[config.mk]
export PLATFORM = sky130hd
export DESIGN_NAME = reg_ptr_ctl
export DESIGN_NICKNAME = d
export VERILOG_FILES = /design/src/rtl/reg_ptr_ctl.sv
export SDC_FILE = /design/constraint.sdc
export NUM_CORES = 1
export LEC_CHECK = 0
export ABC_AREA = 1
export CAP_MARGIN = 20
export CORE_UTILIZATION = 45
export DETAILED_ROUTE_END_ITERATION = 12
export DONT_BUFFER_PORTS = 1
export HOLD_SLACK_MARGIN = 0.02
export PLACE_DENSITY = 0.61
export REMOVE_ABC_BUFFERS = 1
export SLEW_MARGIN = 40
export SYNTH_ARGS = -nofsm -noshare
export SYNTH_HDL_FRONTEND = slang
export SYNTH_SLANG_ARGS = --single-unit
[constraint.sdc]
create_clock -name clk -period 2.03 [get_ports clk]
set_clock_uncertainty 0.2 [all_clocks]
set_input_delay 0.5075 -clock clk [delete_from_list [all_inputs] [get_ports clk]]
set_output_delay 0.5075 -clock clk [all_outputs]
set_load 0.02 [all_outputs]
[src/rtl/reg_ptr_ctl.sv]
module reg_ptr_ctl #(
  parameter int DW       = 8,
  parameter int LAST_REG = 38,
  parameter int BRT_LO   = 2,
  parameter int BRT_HI   = 25,
  parameter int GRP_LO   = 26,
  parameter int GRP_HI   = 27,
  localparam int AW      = DW - 2
) (
  input  logic          clk,
  input  logic          rst_n,
  input  logic          byte_stb,
  input  logic          first_byte,
  input  logic [DW-1:0] byte_in,
  input  logic          rd_stb,
  input  logic [1:0]    scheme,
  output logic [AW-1:0] reg_addr,
  output logic          ai_flag,
  output logic          wr_stb,
  output logic [AW-1:0] wr_addr,
  output logic          ack,
  output logic          nack
);

  localparam logic [AW-1:0] LAST_A = AW'(LAST_REG);

  logic [AW-1:0] ptr, lo, hi, nxt;
  logic          blocked;

  wire ctl_ok = !byte_in[DW-2] && (byte_in[AW-1:0] <= LAST_A);

  always_comb begin
    case (scheme)
      2'd0:    begin lo = '0;          hi = LAST_A;       end
      2'd1:    begin lo = AW'(BRT_LO); hi = AW'(BRT_HI); end
      2'd2:    begin lo = AW'(GRP_LO); hi = AW'(GRP_HI); end
      default: begin lo = AW'(BRT_LO); hi = AW'(GRP_HI); end
    endcase
    if (!ai_flag)                 nxt = ptr;
    else if (ptr < lo || ptr >= hi) nxt = lo;
    else                          nxt = ptr + 1'b1;
  end

  always_ff @(posedge clk) begin
    if (!rst_n) begin
      ptr     <= '0;
      ai_flag <= 1'b0;
      blocked <= 1'b0;
      wr_stb  <= 1'b0;
      wr_addr <= '0;
      ack     <= 1'b0;
      nack    <= 1'b0;
    end else begin
      wr_stb <= 1'b0;
      ack    <= 1'b0;
      nack   <= 1'b0;
      if (byte_stb && first_byte) begin
        if (ctl_ok) begin
          ptr     <= byte_in[AW-1:0];
          ai_flag <= byte_in[DW-1];
          blocked <= 1'b0;
          ack     <= 1'b1;
        end else begin
          blocked <= 1'b1;
          nack    <= 1'b1;
        end
      end else if (byte_stb) begin
        if (blocked) nack <= 1'b1;
        else begin
          wr_stb  <= 1'b1;
          wr_addr <= ptr;
          ack     <= 1'b1;
          ptr     <= nxt;
        end
      end else if (rd_stb && !blocked) begin
        ptr <= nxt;
      end
    end
  end

  assign reg_addr = ptr;


  wr_has_ack_chk: assert property (@(posedge clk) disable iff (!rst_n)
    wr_stb |-> (ack && !nack));


  wr_addr_chk: assert property (@(posedge clk) disable iff (!rst_n)
    (byte_stb && !first_byte && !blocked) |=> (wr_addr == $past(reg_addr)));


  refused_hold_chk: assert property (@(posedge clk) disable iff (!rst_n)
    (byte_stb && first_byte && byte_in[DW-2]) |=> (nack && $stable(reg_addr) && $stable(ai_flag)));


  no_ai_hold_chk: assert property (@(posedge clk) disable iff (!rst_n)
    (!first_byte && !ai_flag && (byte_stb || rd_stb)) |=> $stable(reg_addr));


  ptr_range_chk: assert property (@(posedge clk) disable iff (!rst_n)
    reg_addr <= LAST_A);


  grp_range_chk: assert property (@(posedge clk) disable iff (!rst_n)
    (ai_flag && scheme == 2'd2 && rd_stb && !byte_stb && !blocked)
      |=> (reg_addr == AW'(GRP_LO) || reg_addr == AW'(GRP_HI)));


  rd_quiet_chk: assert property (@(posedge clk) disable iff (!rst_n)
    (rd_stb && !byte_stb) |=> (!wr_stb && !ack && !nack));

endmodule

## After elaboration in Yosys (flattened, before gate mapping)

Cells that the tools add are included.

| operators by class | value |
|---|---|
| $add $sub $neg | 1 |
| equality and inequality tests | 4 |
| magnitude comparators | 3 |
| div/mod/pow operators | 0 |
| reduce and logical (&&, ||, !) cells | 12 |
| shift-type cells | 0 |
| multipliers | 0 |
| bitwise gates (word level) | 3 |
| mux-type cells | 17 |

Operator list:

| kind | count |
|---|---|
| 2-to-1 mux 6 bit | 7 |
| case mux 6 bit (2 select lines) | 1 |
| case mux 5 bit (2 select lines) | 1 |
| 2-to-1 mux 1 bit | 8 |
| adder 6 x 1 -> 6 bit, second input constant | 1 |
| greater-or-equal comparator 6 bit | 1 |
| less-or-equal comparator 6 bit, second input constant | 1 |
| < comparator 6 bit | 1 |
| AND reduction 3 bit | 2 |
| logical AND 1 bit | 3 |
| inequality test 3 x 2 -> 1 bit, second input constant | 1 |
| inverter 1 bit | 3 |
| nonzero test 3 bit | 1 |
| == test 2 x 1 -> 1 bit, second input constant | 1 |
| == test 2 bit, second input constant | 1 |
| zero test 1 bit | 2 |
| zero test 2 bit | 1 |
| inequality test 2 bit, second input constant | 1 |
| AND reduction 2 bit | 1 |
| OR reduction 2 bit | 1 |
| logical OR 1 bit | 1 |

| storage, ports and cells | value |
|---|---|
| memory bits (read-only) | 0 |
| logic and storage cells | 47 |
| register bits after elaboration | 17 |
| output and inout bits | 16 |
| latch bits | 0 |
| bits in writable memories | 0 |
| memories kept | 0 |
| bits of input ports | 15 |

## Logic depth before layout (Yosys ltp)

| depth | value |
|---|---|
| word-level depth | 9 |
| gate-level depth with buffers | 16 |
| depth with buffers taken out | 16 |

## Least setup slack after synthesis

No wires, ideal clock.

| path | value |
|---|---|
| path kind | input port to flip-flop |
| start | input port scheme[1] |
| end | register ptr[3] (netlist: reg_addr[3]) |
| path buffers | 0 |
| data arrival time | 1.689 ns |
| setup time | 0.116 ns |
| slack | 0.025 ns |
| stages on the path | 15 |
| cell sequence | inv_1 -> nor2_1 -> inv_1 -> ha_1 -> inv_1 -> nor2_1 -> nand2_1 -> nor2_2 -> nor2_2 -> nor2_4 -> nand2_2 -> nand2_1 -> nand3_1 -> nand2_1 -> a21oi_1 |

| on the way | value |
|---|---|
| longest elaborated chain between the ends | 9 |
| elaborated cells on any way between the ends | 14 |
| classes of those cells | order compare: 2; eq/ne: 2; mux: 8; reduce/logical: 2 |

RTL lines:

| what | line | source |
|---|---|---|
| start, declared | 16 | `input logic [1:0] scheme,` |
| == test 2 bit (tied with other cells) | 33 | `case (scheme)` |
| case mux 5 bit (2 select lines) or case mux 6 bit (2 select lines) (tied branches) | 33 |  |
| < comparator 6 bit or greater-or-equal comparator 6 bit (tied branches) | 40 | `else if (ptr < lo \|\| ptr >= hi) nxt = lo;` |
| logical OR 1 bit | 40 |  |
| 2-to-1 mux 6 bit (*) | 40 |  |
| 2-to-1 mux 6 bit (*) | 39 | `if (!ai_flag) nxt = ptr;` |
| 2-to-1 mux 6 bit (on tied branches) | 75, 68 |  |
| 2-to-1 mux 6 bit (*) | 67 | `end else if (byte_stb) begin` |
| 2-to-1 mux 6 bit (*) | 57 | `if (byte_stb && first_byte) begin` |
| end signal, assigned | 59 | `ptr <= byte_in[AW-1:0];` |
| end signal, assigned | 73 | `ptr <= nxt;` |
| end signal, assigned | 76 | `ptr <= nxt;` |
| end, declared | 27 | `logic [AW-1:0] ptr, lo, hi, nxt;` |

Every way passes the cells marked *; elsewhere a longest branch is shown, timed or not. The select of a mux whose other input is x is not followed.
A chain may end at the register's enable or synchronous reset.

## Final worst setup path

| path | value |
|---|---|
| start | input port scheme[1] |
| end | register ptr[4] (netlist: reg_addr[4]) |

The elaborated chain is that of the path after synthesis.

==> results by group <==
Run status
  – Status: finished, final reports clean

Worst setup path
  – Worst setup EP type: flop
  – Buffer and inverter count on the worst path: 3
  – Crit-path leading delay family: simple AND/OR/NAND/NOR gates
  – Slowest-stage cell, CP: ha_1
  – Startpoint types: primary input
  – Critical path type: primary input to flop
  – CP peak stage delay: 270 ps
  – Crit Path Max Fanout: 4
  – CP cell instances: inv_1 -> nor2_2 -> inv_1 -> ha_1 -> inv_1 -> nor2_1 -> nand2_1 -> nor2_2 -> nor2_2 -> nor2_4 -> nand2_2 -> nand2_1 -> nand3_1 -> nand2_1 -> a21oi_1
  – Worst Path Required: 2020 ps
  – CP arrival: 1820 ps

Worst hold path
  – HP Class: primary input to flop

STA
  – Final setup violation count: 0
  – RSZ-0062 raised after global routing: false
  – Final worst path period need: 1830 ps
  – Final worst-path cycle share: 0.899
  – Fmax: 548 MHz
  – Slew of the pin with the lowest slew margin: 481 ps
  – Setup_tns: 0 ps
  – Fin. Hold Viols: 0
  – Max-slew violation count: 0
  – Worst rel slew slack: 0.679
  – Setup ws final: 204 ps

Floorplan
  – Cell Rows: 17
  – Die Width: 51.8 um
  – Die Y: 51.8 um
  – Die ar.: 0.00268 mm^2
  – Starting Density: 0.490
  – Core area: 0.00228 mm^2
  – IO Pins: 31

Drt
  – Drt drc: 0
  – Final ANT Viol Nets: 0
  – Routed len/inst: 11.8 um
  – Routed wire length: 2350 um
  – DR vias/cell: 5.07
  – DR vias: 1014
  – Drt pass-1 iters: 5
  – Initial DRC count: 27

CTS
  – Setup bufs post-CTS: 0
  – Clock transition at path regs: 100 ps
  – Clock latency on the worst-skew pair: 290 ps
  – Clock sink count: 17
  – CTS max path bufs: 2
  – Root Driver: clkbuf_4
  – CTS Buf Count: 3
  – CTS tree: done
  – Htree depth: 1

Synthesis
  – Sequential-to-total area share from yosys stat: 0.305
  – Yosys cell types: 27
  – Warnings from Yosys: 0
  – #FFs+latches synth: 17
  – Cell Area, Synth: 0.00111 mm^2
  – Syn Inst Count: 162
  – Post-Syn Area per Cell: 6.88 um^2

Pwr
  – Seq pwr share: 0.499
  – Leak Pwr: 0.000614 uW
  – P_sw: 275 uW
  – Internal power: 512 uW
  – Sw Ratio: 0.349
  – Peak VDD IR: 0.365 mV
  – Clk pwr share: 0.230
  – Power Density: 639 mW/mm^2
  – Combinational power share: 0.272
  – Total power: 786 uW

Cells and area
  – Final net count: 195
  – Diodes inserted: 0
  – Layout Cells excl Fill: 200
  – Final instance area: 0.00123 mm^2
  – Layout cells sized above 1: 0.192
  – Synth-to-Final Area Change: 10.3%

Place
  – Inst Count DP: 196
  – Post-place setup slack: -152 ps
  – DP Area: 0.00120 mm^2
  – RD Place Congestion: 0.842
  – HPWL after DPL: 1880 um
  – Port bufs: 0

Run
  – Max-Cap Viols: 0

Global routing
  – First-pass GRT wire length: 4180 um
  – Vias in the first global route: 980
  – Gr usage total: 0.210
  – Pin count of the biggest net entering global routing: 15
  – GRT overflow: 0
  – Antenna violations before repair: 0
[power groups by stage]
stage	combinational (uW)	sequential, uW	clock (uW)
CTS	214	393	191
floorplan	155	408	0
global placement	209	401	0
finish	214	392	181
detailed placement	213	401	0
global route	245	396	209
[state kept, by name, indices dropped and copies added, names as in the netlist]
register,cells
reg_addr,6
wr_addr,6
ack,1
ai_flag,1
blocked,1
nack,1
wr_stb,1
[synth_stat cells, drive strengths merged]
cell type | number | area share
ha | 7 | 0.079
nand3 | 13 | 0.070
nand2 | 37 | 0.14
a21boi | 1 | 0.010
dfxtp | 17 | 0.31
inv | 29 | 0.10
nand4 | 1 | 0.0056
nand3b | 2 | 0.013
o21ai | 8 | 0.046
clkinv | 3 | 0.016
xor2 | 2 | 0.016
or2 | 1 | 0.0056
a21oi | 16 | 0.072
nor2 | 20 | 0.092
o21bai | 2 | 0.013
o22ai | 1 | 0.0056
buf | 2 | 0.0090
[final cells by class]
type	instances	area (um^2)
inverter	32	129
clock inverter	1	5.00
clock buffer	3	22.5
fill	246	1050
tap	28	35.0
sequential	17	340
multi-input combinational	111	638
timing repair buffer	8	60.1
[cells in the final DEF, fill, tap and decap left out, types with 3 or more instances in the layout]
master     n
inv_1     26
a21oi_1   16
nand2_1   33
nor2_1    12
ha_1       7
clkbuf_4   3
o21ai_0    7
nand3_1   12
nor2_2     6
dfxtp_1   17
buf_4      8
[kinds of logic (layout without fill, tap and decap cells)]
kind of cell | count (synthesis) | count (layout) | synth area share
fa+ha+maj | 7 | 7 | 0.0786
compound gates | 28 | 28 | 0.147
buf+inv | 34 | 44 | 0.125
xor+xnor | 2 | 2 | 0.0157
flops | 17 | 17 | 0.305
simple gates | 74 | 74 | 0.329
[metrics by stage]
step                      hold slack (ps)   util
after floorplan                       305      -
after global placement                328  0.527
after detailed placement              334  0.527
after CTS                             120  0.539
after global routing                  120  0.540
final                                 131  0.540
[worst paths after layout]
check	slack [ps]	to	from	depth (start not counted)
max reg2reg	210	reg_addr[4]	reg_addr[2]	9
max	200	reg_addr[4]	scheme[1]	15
min reg2reg	340	wr_addr[2]	wr_addr[2]	2
min	130	reg_addr[4]	rst_n	2
[layer usage]
| layer | wire length [um] | vias to the layer above | global-route usage |
|---|---|---|---|
| met5 | 0 | - | 0 |
| met4 | 19 | 0 | 0.0405 |
| met3 | 112 | 4 | 0.0585 |
| met2 | 1120 | 26 | 0.359 |
| met1 | 1100 | 452 | 0.263 |
| li1 | - | 532 | - |
[what timing repair did]
| item | in CTS | in global routing |
|---|---|---|
| resized for setup | 0 | 1 |
| endpoints found under the hold margin | 0 | 0 |
| hold buffers | 0 | 0 |
| setup endpoints to repair | 0 | 1 |
No activity file was read; power rests on OpenSTA's default activity.
